===== src/rtl/supmon_pkg.sv =====
package supmon_pkg;

   localparam int unsigned DATA_W = 8;

   // register byte offsets on the bus
   localparam int unsigned OFS_CLK   = 'h066;
   localparam int unsigned OFS_EN    = 'h100;
   localparam int unsigned OFS_LEVEL = 'h101;
   localparam int unsigned OFS_RES   = 'h102;
   localparam int unsigned OFS_MASK  = 'h103;
   localparam int unsigned OFS_FLAG  = 'h104;

   typedef struct packed {
      logic src_slow;  // 1: slow oscillator edges, 0: divided fast clock
      logic tick_on;   // tick gate
      logic det_on;    // detection enable
      logic irq_mask;  // interrupt mask
   } supmon_cfg_t;

endpackage


===== src/rtl/supmon_sync.sv =====
module supmon_sync #(
   parameter int unsigned STAGES = 2
) (
   input  logic clk,
   input  logic rst_n,
   input  logic d_i,
   output logic q_o
);

   initial begin
      assert (STAGES >= 2) else $fatal(1, "synchroniser needs at least two stages");
   end

   logic [STAGES-1:0] chain_q;

   always_ff @(posedge clk or negedge rst_n) begin
      if (!rst_n) chain_q <= '0;
      else        chain_q <= {chain_q[STAGES-2:0], d_i};
   end

   assign q_o = chain_q[STAGES-1];

endmodule


===== src/rtl/supmon_tick_gen.sv =====
module supmon_tick_gen #(
   parameter int unsigned DIV_RATIO   = 512,
   parameter int unsigned SYNC_STAGES = 2
) (
   input  logic clk,
   input  logic rst_n,
   input  logic slow_osc_i,
   input  logic src_slow_i,
   output logic tick_o
);

   localparam int unsigned CNT_W = (DIV_RATIO > 2) ? $clog2(DIV_RATIO) : 1;
   localparam logic [CNT_W-1:0] CNT_LAST = CNT_W'(DIV_RATIO - 1);
   localparam bit IS_POW2 = ((DIV_RATIO & (DIV_RATIO - 1)) == 0);

   initial begin
      assert (DIV_RATIO >= 2) else $fatal(1, "DIV_RATIO must be at least 2");
   end

   // divided fast-clock tick
   logic [CNT_W-1:0] div_cnt_q;
   logic             fast_tick;

   assign fast_tick = (div_cnt_q == CNT_LAST);

   generate
      if (IS_POW2) begin : g_div_wrap
         always_ff @(posedge clk or negedge rst_n) begin
            if (!rst_n) div_cnt_q <= '0;
            else        div_cnt_q <= div_cnt_q + 1'b1;
         end
      end else begin : g_div_cmp
         always_ff @(posedge clk or negedge rst_n) begin
            if (!rst_n)         div_cnt_q <= '0;
            else if (fast_tick) div_cnt_q <= '0;
            else                div_cnt_q <= div_cnt_q + 1'b1;
         end
      end
   endgenerate

   // slow oscillator edge tick
   logic osc_sync;
   logic osc_prev_q;
   logic slow_tick;

   supmon_sync #(.STAGES(SYNC_STAGES)) osc_sync_i (
      .clk   (clk),
      .rst_n (rst_n),
      .d_i   (slow_osc_i),
      .q_o   (osc_sync)
   );

   always_ff @(posedge clk or negedge rst_n) begin
      if (!rst_n) osc_prev_q <= 1'b0;
      else        osc_prev_q <= osc_sync;
   end

   assign slow_tick = osc_sync & ~osc_prev_q;
   assign tick_o    = src_slow_i ? slow_tick : fast_tick;


   fast_tick_single_chk: assert property (@(posedge clk) disable iff (!rst_n)
      fast_tick |=> !fast_tick);


   slow_tick_single_chk: assert property (@(posedge clk) disable iff (!rst_n)
      slow_tick |=> !slow_tick);

endmodule


===== src/rtl/supmon_detect.sv =====
module supmon_detect (
   input  logic clk,
   input  logic rst_n,
   input  logic tick_i,
   input  logic tick_on_i,
   input  logic det_on_i,
   input  logic cmp_low_i,
   input  logic clr_req_i,
   output logic result_o,
   output logic flag_o
);

   logic sample_en;
   logic set_evt;

   assign sample_en = tick_i & tick_on_i & det_on_i;
   assign set_evt   = sample_en & cmp_low_i;

   always_ff @(posedge clk or negedge rst_n) begin
      if (!rst_n) begin
         result_o <= 1'b0;
         flag_o   <= 1'b0;
      end else begin
         if (sample_en) result_o <= cmp_low_i;
         if (set_evt)        flag_o <= 1'b1;
         else if (clr_req_i) flag_o <= 1'b0;
      end
   end


   gated_hold_chk: assert property (@(posedge clk) disable iff (!rst_n)
      !(tick_i && tick_on_i && det_on_i) |=> $stable(result_o));


   flag_sticky_chk: assert property (@(posedge clk) disable iff (!rst_n)
      (flag_o && !clr_req_i) |=> flag_o);


   set_priority_chk: assert property (@(posedge clk) disable iff (!rst_n)
      (tick_i && tick_on_i && det_on_i && cmp_low_i) |=> flag_o);

endmodule


===== src/rtl/supmon_regs.sv =====
module supmon_regs
   import supmon_pkg::*;
#(
   parameter int unsigned ADDR_W  = 9,
   parameter int unsigned LEVEL_W = 4
) (
   input  logic              clk,
   input  logic              rst_n,
   input  logic [ADDR_W-1:0] bus_addr_i,
   input  logic              bus_wr_i,
   input  logic [DATA_W-1:0] bus_wdata_i,
   input  logic              result_i,
   input  logic              flag_i,
   output supmon_cfg_t       cfg_o,
   output logic [LEVEL_W-1:0] level_o,
   output logic              clr_req_o,
   output logic [DATA_W-1:0] bus_rdata_o
);

   initial begin
      assert (LEVEL_W >= 1 && LEVEL_W <= DATA_W) else $fatal(1, "LEVEL_W out of range");
      assert ((1 << ADDR_W) > OFS_FLAG) else $fatal(1, "ADDR_W too narrow for map");
   end

   logic hit_clk, hit_en, hit_lvl, hit_res, hit_msk, hit_flg;

   assign hit_clk = (bus_addr_i == ADDR_W'(OFS_CLK));
   assign hit_en  = (bus_addr_i == ADDR_W'(OFS_EN));
   assign hit_lvl = (bus_addr_i == ADDR_W'(OFS_LEVEL));
   assign hit_res = (bus_addr_i == ADDR_W'(OFS_RES));
   assign hit_msk = (bus_addr_i == ADDR_W'(OFS_MASK));
   assign hit_flg = (bus_addr_i == ADDR_W'(OFS_FLAG));

   logic unused_wbits;
   assign unused_wbits = ^bus_wdata_i;

   always_ff @(posedge clk or negedge rst_n) begin
      if (!rst_n) begin
         cfg_o   <= '{src_slow: 1'b1, tick_on: 1'b0, det_on: 1'b0, irq_mask: 1'b0};
         level_o <= '0;
      end else if (bus_wr_i) begin
         if (hit_clk) begin
            cfg_o.src_slow <= bus_wdata_i[1];
            cfg_o.tick_on  <= bus_wdata_i[0];
         end
         if (hit_en)  cfg_o.det_on   <= bus_wdata_i[0];
         if (hit_msk) cfg_o.irq_mask <= bus_wdata_i[0];
         if (hit_lvl) level_o        <= bus_wdata_i[LEVEL_W-1:0];
      end
   end

   assign clr_req_o = bus_wr_i & hit_flg & bus_wdata_i[0];

   always_comb begin
      bus_rdata_o = '0;
      if (hit_clk) begin
         bus_rdata_o[1] = cfg_o.src_slow;
         bus_rdata_o[0] = cfg_o.tick_on;
      end
      if (hit_en)  bus_rdata_o[0]           = cfg_o.det_on;
      if (hit_lvl) bus_rdata_o[LEVEL_W-1:0] = level_o;
      if (hit_res) bus_rdata_o[0]           = result_i;
      if (hit_msk) bus_rdata_o[0]           = cfg_o.irq_mask;
      if (hit_flg) bus_rdata_o[0]           = flag_i;
   end


   reserved_en_zero_chk: assert property (@(posedge clk) disable iff (!rst_n)
      hit_en |-> (bus_rdata_o[DATA_W-1:1] == '0));


   unmapped_zero_chk: assert property (@(posedge clk) disable iff (!rst_n)
      !(hit_clk || hit_en || hit_lvl || hit_res || hit_msk || hit_flg) |-> (bus_rdata_o == '0));

endmodule


===== src/rtl/supmon_ctrl.sv =====
module supmon_ctrl
   import supmon_pkg::*;
#(
   parameter int unsigned ADDR_W      = 9,
   parameter int unsigned DIV_RATIO   = 512,
   parameter int unsigned SYNC_STAGES = 2,
   parameter int unsigned LEVEL_W     = 4
) (
   input  logic               clk,
   input  logic               rst_n,
   input  logic               slow_osc_i,
   input  logic               cmp_low_i,
   input  logic [ADDR_W-1:0]  bus_addr_i,
   input  logic               bus_wr_i,
   input  logic [7:0]         bus_wdata_i,
   output logic [7:0]         bus_rdata_o,
   output logic [LEVEL_W-1:0] level_o,
   output logic               irq_o
);

   supmon_cfg_t cfg;
   logic        tick;
   logic        cmp_sync;
   logic        clr_req;
   logic        result;
   logic        flag;

   supmon_regs #(.ADDR_W(ADDR_W), .LEVEL_W(LEVEL_W)) regs_i (
      .clk         (clk),
      .rst_n       (rst_n),
      .bus_addr_i  (bus_addr_i),
      .bus_wr_i    (bus_wr_i),
      .bus_wdata_i (bus_wdata_i),
      .result_i    (result),
      .flag_i      (flag),
      .cfg_o       (cfg),
      .level_o     (level_o),
      .clr_req_o   (clr_req),
      .bus_rdata_o (bus_rdata_o)
   );

   supmon_tick_gen #(.DIV_RATIO(DIV_RATIO), .SYNC_STAGES(SYNC_STAGES)) tick_i (
      .clk        (clk),
      .rst_n      (rst_n),
      .slow_osc_i (slow_osc_i),
      .src_slow_i (cfg.src_slow),
      .tick_o     (tick)
   );

   supmon_sync #(.STAGES(SYNC_STAGES)) cmp_sync_i (
      .clk   (clk),
      .rst_n (rst_n),
      .d_i   (cmp_low_i),
      .q_o   (cmp_sync)
   );

   supmon_detect detect_i (
      .clk       (clk),
      .rst_n     (rst_n),
      .tick_i    (tick),
      .tick_on_i (cfg.tick_on),
      .det_on_i  (cfg.det_on),
      .cmp_low_i (cmp_sync),
      .clr_req_i (clr_req),
      .result_o  (result),
      .flag_o    (flag)
   );

   assign irq_o = flag & cfg.irq_mask;


   irq_needs_flag_chk: assert property (@(posedge clk) disable iff (!rst_n)
      irq_o |-> flag);

endmodule


===== config.mk =====
export PLATFORM = sky130hd
export DESIGN_NAME = supmon_ctrl
export DESIGN_NICKNAME = d
export VERILOG_FILES = /design/src/rtl/supmon_pkg.sv /design/src/rtl/supmon_sync.sv /design/src/rtl/supmon_tick_gen.sv /design/src/rtl/supmon_detect.sv /design/src/rtl/supmon_regs.sv /design/src/rtl/supmon_ctrl.sv
export SDC_FILE = /design/constraint.sdc
export NUM_CORES = 1
export LEC_CHECK = 0
export CAP_MARGIN = 20
export CORE_ASPECT_RATIO = 1.4
export CORE_MARGIN = 2
export CORE_UTILIZATION = 48
export DETAILED_ROUTE_END_ITERATION = 7
export PLACE_DENSITY_LB_ADDON = 0.12
export SKIP_CTS_REPAIR_TIMING = 1
export SYNTH_ARGS = -nofsm -noshare
export SYNTH_HDL_FRONTEND = slang
export SYNTH_SLANG_ARGS = --single-unit
export TNS_END_PERCENT = 20

===== constraint.sdc =====
create_clock -name clk -period 5.75 [get_ports clk]
set_clock_uncertainty 0.05 [all_clocks]
set_input_delay 1.4375 -clock clk [delete_from_list [all_inputs] [get_ports clk]]
set_output_delay 1.4375 -clock clk [all_outputs]
set_load 0.05 [all_outputs]

==> results of run 1 <==
[cell type report]
type / instances / area (um2) / area share (%)
Sequential cell: 24 / 602 / 42.3
Multi-Input combinational cell: 60 / 474 / 33.4
Timing Repair Buffer: 27 / 288 / 20.2
Tap cell: 22 / 27.5 / 1.94
Clock buffer: 4 / 26.3 / 1.85
Inverter: 1 / 3.75 / 0.264
[through the flow]
| step | power (mW) | hold slack [ps] | instances | utilization [%] | cell area (um2) |
|---|---|---|---|---|---|
| floorplan | 0.193 | 281 | 89 | - | 1110 |
| global placement | 0.210 | 286 | 133 | 62.8 | 1370 |
| detailed placement | 0.211 | 285 | 133 | 62.8 | 1370 |
| CTS | 0.285 | 314 | 137 | 64.0 | 1390 |
| global route | 0.297 | 325 | 138 | 65.3 | 1420 |
| finish | 0.283 | 312 | 138 | 65.3 | 1420 |
[per-layer routing]
| layer | global-route usage, % | part of all wire, % | up-vias |
|---|---|---|---|
| li1 | - | - | 366 |
| met2 | 28.6 | 50 | 26 |
| met1 | 18.5 | 42 | 362 |
| met5 | 0 | 0 | - |
| met4 | 9.52 | 1.3 | 0 |
| met3 | 3.27 | 6.0 | 4 |
[state kept, by name, summed over array words and instances, names as in the netlist]
| name | count |
|---|---|
| tick_i.div_cnt_q | 9 |
| regs_i.cfg_o | 4 |
| regs_i.level_o | 4 |
| cmp_sync_i.chain_q | 2 |
| tick_i.osc_sync_i.chain_q | 2 |
| detect_i.flag_o | 1 |
| detect_i.result_o | 1 |
| tick_i.osc_prev_q | 1 |
[path summary, 6_finish.rpt]
kind | end | startpoint | depth (start not counted) | slack [ps]
max | bus_rdata_o[0] | bus_addr_i[2] | 6 | 410
min | cmp_sync_i.chain_q[1]$_DFF_PN0_ | cmp_sync_i.chain_q[0]$_DFF_PN0_ | 0 | 310
max reg2reg | detect_i.result_o$_DFFE_PN0P_ | tick_i.div_cnt_q[0]$_DFF_PN0_ | 8 | 3750
min reg2reg | cmp_sync_i.chain_q[1]$_DFF_PN0_ | cmp_sync_i.chain_q[0]$_DFF_PN0_ | 0 | 310
max in group asynchronous | regs_i.cfg_o[3]$_DFFE_PN1P_ | rst_n | 2 | 3860
min in group asynchronous | detect_i.flag_o$_DFFE_PN0P_ | rst_n | 1 | 1320
[placed cells by master, fill, tap and decap left out, types with 2 or more instances in the layout]
cell type and instances:
a22o_1 3, and2_1 3, clkbuf_4 3, clkdlybuf4s50_1 26
conb_1 4, dfrtp_1 23, ha_1 2, mux2_1 8
nand2_1 5, nand2b_1 2, nand3_1 3, nand4_1 3
nor2_1 3, nor3_2 2, xnor2_1 4, xor2_1 2
[worst max-delay path, cell delays in order]
cell	delay, ps
clkdlybuf4s50_1	550
or4b_4	500
nor3_2	250
a22o_1	180
a32o_1	130
clkdlybuf4s50_1	800
[power breakdown]
part,switching (mW),internal [mW]
combinational,0.0190,0.0167
clock,0.0468,0.0271
sequential,0.00165,0.172
[cell families after synthesis]
group           count (synthesis)
simple gates                   31
flops                          24
mux                            10
compound gates                  7
xor+xnor                        6
buf+inv                         5
fa+ha+maj                       2
other cells                     1
==> flow_summary.toml, run 1 <==
[timing]
drv_slew = 0
rsz0062_at_grt = "false"
setup_viol = 0
fmax_mhz = 187
setup_tns_ps = 0
relSlewSlack_pct = 66.5
hold_violations = 0
tightest_slew_ps = 501
min_period_ps = 5340
period_share_pct = 92.8
setup_ws_ps = 411

[logic_synthesis]
synth-edff-count = 0
netlist.area_leader.share_pct = 52.4
synth_top_family_by_area = "simple AND/OR/NAND/NOR gates"
synthTopCellsByArea = "dfrtp_1 (52%), mux2_1 (8.2%), xnor2_1 (3.2%)"
ys_seq_area_share_pct = 54.8
yosys_warnings = 0
synthCells = 86
synth_compound_area_share_pct = 5.35
synth_async_sr_flop_share_pct = 100
synthAdderAreaFrac_pct = 2.28
synthSimpleGateAreaFrac_pct = 19.2
synth_xor_area_share_pct = 4.78
syn_area_um2 = 1100
synthMuxAreaShare_pct = 10.1
syn_area_per_cell_um2 = 12.8
yosys-top-cells-count = "dfrtp_1 (23), mux2_1 (8), nand2_1 (5)"
yosysUniqueCellTypes = 33
synth_largest_area_cell = "dfrtp_1"
yosys_register_bits = 24
synth_most_common_cell = "dfrtp_1"
synth_flop_cell = "dfrtp_1"

[grt]
overflow = 0
antenna_found_initial = 0
grt_pass1_wl_um = 3120
grt_max_degree = 25
grt_pass1_vias = 745
grt_use_total_pct = 16.4

[floorplanning]
ios = 35
fp.dieH_um = 60.6
core_um2 = 2180
dieArea_um2 = 2690
initial_utilization_pct = 50.5
rows = 20
die_w_um = 44.4

[clock_tree]
cts_root_buffer = "clkbuf_4"
clk_latency_ps = 300
cts.sinks = 24
cts.clk_slew.worst_paths_ps = 120
cts_tree = "built"
cts_max_level = 1
numCtsBuffers = 3
cts_max_path_buffers = 2

[routing]
first_pass_iters = 4
finalWirelength_um = 1920
drc = 0
viasPerCell = 5.49
avgRoutedWirePerCell_um = 13.9
drt_iter0_drc = 14
ant_nets = 0
vias = 758

[hold_path]
hp-class = "register to register"

[run]
drv_cap = 0

[layout]
area_growth_pct = 29.4
drive_gt1_share_pct = 10.3
fill_cells = 184
n_antenna_cell = 0
nets = 141

[placed_design]
pre_cts_ws_ps = 384
portBuffers = 26
hpwl_um = 1450
finalWeightedCongestion = 0.744

[run_status]
status = "complete, no violations"

[power]
p_leak_nw = 0.642
ir_drop_uv = 180
powerDensity_nw_per_um2 = 199

[critical_path]
startpoint_type = "primary input"
critical_path_class = "primary input to output port"
critPathMaxFanout = 3
critPathRequiredTime_ps = 4260
end_kind = "output port"
cp.arrival_ps = 3850
(Power assumes the default switching activity.)
==> run 2, diff against run 1 <==
--- a/config.mk
+++ b/config.mk
@@ -5,12 +5,14 @@
 export SDC_FILE = /design/constraint.sdc
 export NUM_CORES = 1
 export LEC_CHECK = 0
+export ABC_AREA = 1
 export CAP_MARGIN = 20
 export CORE_ASPECT_RATIO = 1.4
 export CORE_MARGIN = 2
-export CORE_UTILIZATION = 48
+export CORE_UTILIZATION = 49
 export DETAILED_ROUTE_END_ITERATION = 7
 export PLACE_DENSITY_LB_ADDON = 0.12
+export REMOVE_ABC_BUFFERS = 1
 export SKIP_CTS_REPAIR_TIMING = 1
 export SYNTH_ARGS = -nofsm -noshare
 export SYNTH_HDL_FRONTEND = slang
==> run 2 against run 1 <==
Against the previous run: area after synthesis is 7.3% higher; count of clock-buffer cells in the layout is the same; sequential cell count did not move; sequential power hardly changed; critical path type unchanged; routed wire length up 12%; die area up 4.7%; largest cell class unchanged; via count up 18%; critical path depth is the same; power up 1.4%; register-to-register slack better by 250 ps; fmax rose by 6.9%.
==> flow_summary.toml, run 2 <==
[critical_path]
crit_chain = "clkdlybuf4s50_1, inv_1, nor4_2, nand3_1, nand3_1, clkdlybuf4s50_1"
critPathRequiredTime_ps = 4260
critPathMaxFanout = 4
r2r_cells = 10
r2r-end = "detect_i.result_o$_DFFE_PN0P_"
critPathMaxStageDelay_ps = 800
rrSetupSlack_ps = 4000
end_kind = "output port"
startpoint_type = "primary input"
cp.arrival_ps = 3510
cpMaxStageDelayCell = "clkdlybuf4s50_1"
critical_path_class = "primary input to output port"
reg2reg_from = "tick_i.div_cnt_q[0]$_DFF_PN0_"

[clock_tree]
cts.sinks = 24
cts_max_path_buffers = 2
numCtsBuffers = 3
cts_max_level = 1
cts_root_buffer = "clkbuf_4"
cts.clk_slew.worst_paths_ps = 120
cts_tree = "built"
clk_latency_ps = 300

[grt]
antenna_found_initial = 0
grt_use_met1_pct = 18.5
grt_pass1_vias = 827
grt_use_met3_pct = 3.47
top_usage_layer = "met2"
overflow = 0
grt_use_total_pct = 17.0
use_met2_pct = 29.4
grt_pass1_wl_um = 3400
grt_max_degree = 25

[layout]
largest_reg_flops = 9
layout_commonest_cell = "clkdlybuf4s50_1"
most-common-layout-cells = "clkdlybuf4s50_1 (26), nand2_1 (23), dfrtp_1 (23)"
n_antenna_cell = 0
area_growth_pct = 27.5
fin_util_pct = 64.3
nets = 188
largest_register = "tick_i.div_cnt_q"
fill_cells = 211
top_regs = "tick_i.div_cnt_q: 9 flops, regs_i.cfg_o: 4 flops, regs_i.level_o: 4 flops"
drive_gt1_share_pct = 9.82

[hold_path]
hp-class = "register to register"
whs_path_depth = 0
min_to = "cmp_sync_i.chain_q[1]$_DFF_PN0_"
min_from = "cmp_sync_i.chain_q[0]$_DFF_PN0_"

[logic_synthesis]
synthAdderAreaFrac_pct = 2.12
synth_xor_area_share_pct = 4.46
synthSimpleGateAreaFrac_pct = 27.7
synth_flop_cell = "dfrtp_1"
yosys_register_bits = 24
synth_async_sr_flop_share_pct = 100
yosys_warnings = 0
synthCells = 133
yosysUniqueCellTypes = 24
syn_area_um2 = 1180
synth_compound_area_share_pct = 4.67
synth_largest_area_cell = "dfrtp_1"
yosys-top-cells-count = "dfrtp_1 (23), nand2_1 (23), inv_1 (20)"
synth_top_family_by_area = "simple AND/OR/NAND/NOR gates"
synthMuxAreaShare_pct = 0
ys_seq_area_share_pct = 51.1
netlist.area_leader.share_pct = 48.8
synth-edff-count = 0
synthTopCellsByArea = "dfrtp_1 (49%), nand2_1 (7.3%), inv_1 (6.4%)"
syn_area_per_cell_um2 = 8.86

[floorplanning]
initial_utilization_pct = 50.4
core_um2 = 2340
die_w_um = 45.5
rows = 21
dieArea_um2 = 2820
fp.dieH_um = 62.0
ios = 35

[power]
power.total_uw = 287
ir_drop_uv = 203
p_leak_nw = 0.742
powerDensity_nw_per_um2 = 191

[timing]
rsz0062_at_grt = "false"
min_period_ps = 4990
setup_ws_ps = 757
setup_tns_ps = 0
setup_viol = 0
period_share_pct = 86.8
fmax_mhz = 200
hold_violations = 0
fin_hold_ws_ps = 313
tightest_slew_ps = 512
drv_slew = 0
relSlewSlack_pct = 65.8

[run]
drv_cap = 0

[routing]
vias = 897
finalWirelength_um = 2150
first_pass_iters = 3
drc = 0
avgRoutedWirePerCell_um = 11.6
drt_iter0_drc = 9
ant_nets = 0
viasPerCell = 4.82

[placed_design]
hpwl_um = 1710
pre_cts_ws_ps = 763
portBuffers = 26
finalWeightedCongestion = 0.763

[run_status]
status = "complete, no violations"
run 2: stage by stage:
| step | std cells | instance area [um2] |
|---|---|---|
| floorplan | 132 | 1160 |
| CTS | 185 | 1480 |
| global placement | 181 | 1450 |
| finish | 186 | 1500 |
| global route | 186 | 1500 |
| detailed placement | 181 | 1450 |
run 2: power breakdown:
part	total, mW	switching (mW)	internal, mW
Clock	0.0717	0.0447	0.0270
Sequential	0.174	0.00175	0.172
Combinational	0.0414	0.0245	0.0170
Total	0.287	0.0709	0.216
run 2: cells by family (layout without fill, tap and decap cells):
logic type,Yosys count,count (layout)
and+or+nand+nor,64,64
buffers and inverters,25,52
DFF,24,24
AOI/OAI and AO/OA,11,11
xor gates and xnor gates,6,6
adders and majority gates,2,2
other,1,4
run 2: cell type report:
type,instances,area (um2),share of cell area (%)
multi-input cells,87,474,31.6
well taps,23,28.8,1.92
repair buffers,27,288,19.2
inverters,21,83.8,5.58
clock buffers,4,26.3,1.75
flip-flops and latches,24,602,40.0
run 2: critical path, delay by kind of cell:
family                 cells  cell delay [ps]
buffers and inverters      3             1460
and+or+nand+nor            3              610
run 2: routing by layer:
layer	share of wire [%]	wire, um
met5	0	0
met4	1.9	40
met3	3.6	78
met2	54	1160
met1	40	870
run 2: worst max path at each step:
stage	from	to	slack (ps)
floorplan	bus_addr_i[8]	bus_rdata_o[1]	1410
global placement	bus_addr_i[8]	bus_rdata_o[0]	780
detailed placement	bus_addr_i[8]	bus_rdata_o[0]	760
CTS	bus_addr_i[8]	bus_rdata_o[0]	760
global route	bus_addr_i[5]	bus_rdata_o[0]	660
finish	bus_addr_i[8]	bus_rdata_o[0]	760
==> run 3, diff against run 2 <==
--- a/config.mk
+++ b/config.mk
@@ -9,7 +9,7 @@
 export CAP_MARGIN = 20
 export CORE_ASPECT_RATIO = 1.4
 export CORE_MARGIN = 2
-export CORE_UTILIZATION = 49
+export CORE_UTILIZATION = 25
 export DETAILED_ROUTE_END_ITERATION = 7
 export PLACE_DENSITY_LB_ADDON = 0.12
 export REMOVE_ABC_BUFFERS = 1
==> run 3 against run 2 <==
Against the previous run: core utilization down 30 points; worst setup slack better by 90 ps; sequential power about the same; critical endpoint unchanged.
==> flow_summary.toml, run 3 (synthesized netlist as in run 2, its figures left out) <==
[timing]
rsz0062_at_grt = "false"
setup_viol = 0
setup_tns_ps = 0
min_period_ps = 4900
fin_hold_ws_ps = 306
hold_violations = 0
period_share_pct = 85.3
drv_slew = 0
fmax_mhz = 204
tightest_slew_ps = 501
setup_ws_ps = 847
relSlewSlack_pct = 66.5

[critical_path]
cp.arrival_ps = 3420
critPathRequiredTime_ps = 4260
critical_path_class = "primary input to output port"
end_kind = "output port"
critPathMaxFanout = 5
r2r_cells = 10
r2r-end = "detect_i.result_o$_DFFE_PN0P_"
startpoint = "bus_addr_i[4]"
rrSetupSlack_ps = 3950
reg2reg_from = "tick_i.div_cnt_q[0]$_DFF_PN0_"
startpoint_type = "primary input"

[grt]
top_usage_layer = "met2"
antenna_found_initial = 0
use_met2_pct = 15.8
grt_pass1_wl_um = 3680
grt_use_met3_pct = 1.37
grt_use_total_pct = 9.13
grt_use_met1_pct = 10.6
grt_max_degree = 25
grt_pass1_vias = 889
overflow = 0

[run]
drv_cap = 0

[layout]
largest_reg_flops = 9
layout_commonest_cell = "clkdlybuf4s50_1"
most-common-layout-cells = "clkdlybuf4s50_1 (26), nand2_1 (23), dfrtp_1 (23)"
largest_register = "tick_i.div_cnt_q"
fin_area_um2 = 1570
fill_cells = 497
n_antenna_cell = 0
area_growth_pct = 33.0
drive_gt1_share_pct = 10.4
nets = 188
top_regs = "tick_i.div_cnt_q: 9 flops, regs_i.cfg_o: 4 flops, regs_i.level_o: 4 flops"

[clock_tree]
cts_tree = "built"
clk_latency_ps = 260
cts_max_level = 1
cts.sinks = 24
numCtsBuffers = 3
cts_max_path_buffers = 2
cts.clk_slew.worst_paths_ps = 80
cts_root_buffer = "clkbuf_8"

[placed_design]
portBuffers = 26
postPlaceCellArea_um2 = 1500
hpwl_um = 1800
pre_cts_ws_ps = 823
finalWeightedCongestion = 0.770

[routing]
first_pass_iters = 4
ant_nets = 0
vias = 893
avgRoutedWirePerCell_um = 10.0
viasPerCell = 3.97
drc = 0
finalWirelength_um = 2250
drt_iter0_drc = 42

[floorplanning]
ios = 35
fp.dieH_um = 85.2
dieArea_um2 = 5290
initial_utilization_pct = 26.0
rows = 29
core_um2 = 4540
die_w_um = 62.0

[hold_path]
min_to = "tick_i.osc_sync_i.chain_q[1]$_DFF_PN0_"
min_from = "tick_i.osc_sync_i.chain_q[0]$_DFF_PN0_"
hp-class = "register to register"
whs_path_depth = 0

[run_status]
status = "complete, no violations"

[power]
power.total_uw = 327
ir_drop_uv = 127
p_leak_nw = 0.751
powerDensity_nw_per_um2 = 208
-- run 3: cell count changes in the layout (fill, tap and decap cells not counted) --
cell      delta
clkbuf_8     +4
clkbuf_4     -3
buf_16       -1
buf_8        +1
clkbuf_1     -1
-- run 3: critical path: stages --
cell and delay (ps):
clkdlybuf4s50_1 440, nor2_2 160, nand2_2 130, nor2_1 170, nand3_1 80, nand3_1 90, nor2_1 50, nand3_1 70
clkdlybuf4s50_1 800
-- run 3: power by group --
part	switching (mW)	total, mW	internal [mW]
registers	0.00171	0.174	0.172
logic	0.0241	0.0401	0.0160
clock network	0.0518	0.113	0.0610
total	0.0776	0.327	0.249
-- run 3: worst max path at each step --
stage,cells after the start,slack [ps],to
finish,9,850,bus_rdata_o[0]
global route,7,720,bus_rdata_o[1]
global placement,6,830,bus_rdata_o[0]
floorplan,5,1410,bus_rdata_o[1]
detailed placement,9,820,bus_rdata_o[0]
CTS,9,820,bus_rdata_o[0]
-- run 3: routing by layer --
| metal | vias to the layer above | wire (um) |
|---|---|---|
| met1 | 399 | 955 |
| met5 | - | 0 |
| met3 | 2 | 101 |
| li1 | 471 | - |
| met2 | 21 | 1170 |
| met4 | 0 | 23 |
-- run 3: stage by stage --
stage | instances | utilization [%]
2_1_floorplan | 132 | -
3_5_place_dp | 220 | 33.0
6_report | 225 | 34.6
5_1_grt | 225 | 34.6
4_1_cts | 224 | 34.2
3_3_place_gp | 220 | 33.0
-- run 3: area by class of cell --
cell class                 count  area [um2]  area share (%)
clock buffer                   4        55.1            3.51
inverter                      21        83.8            5.35
multi-input combinational     87         474            30.2
sequential                    24         602            38.4
tap                           62        77.6            4.95
timing repair buffer          27         275            17.6
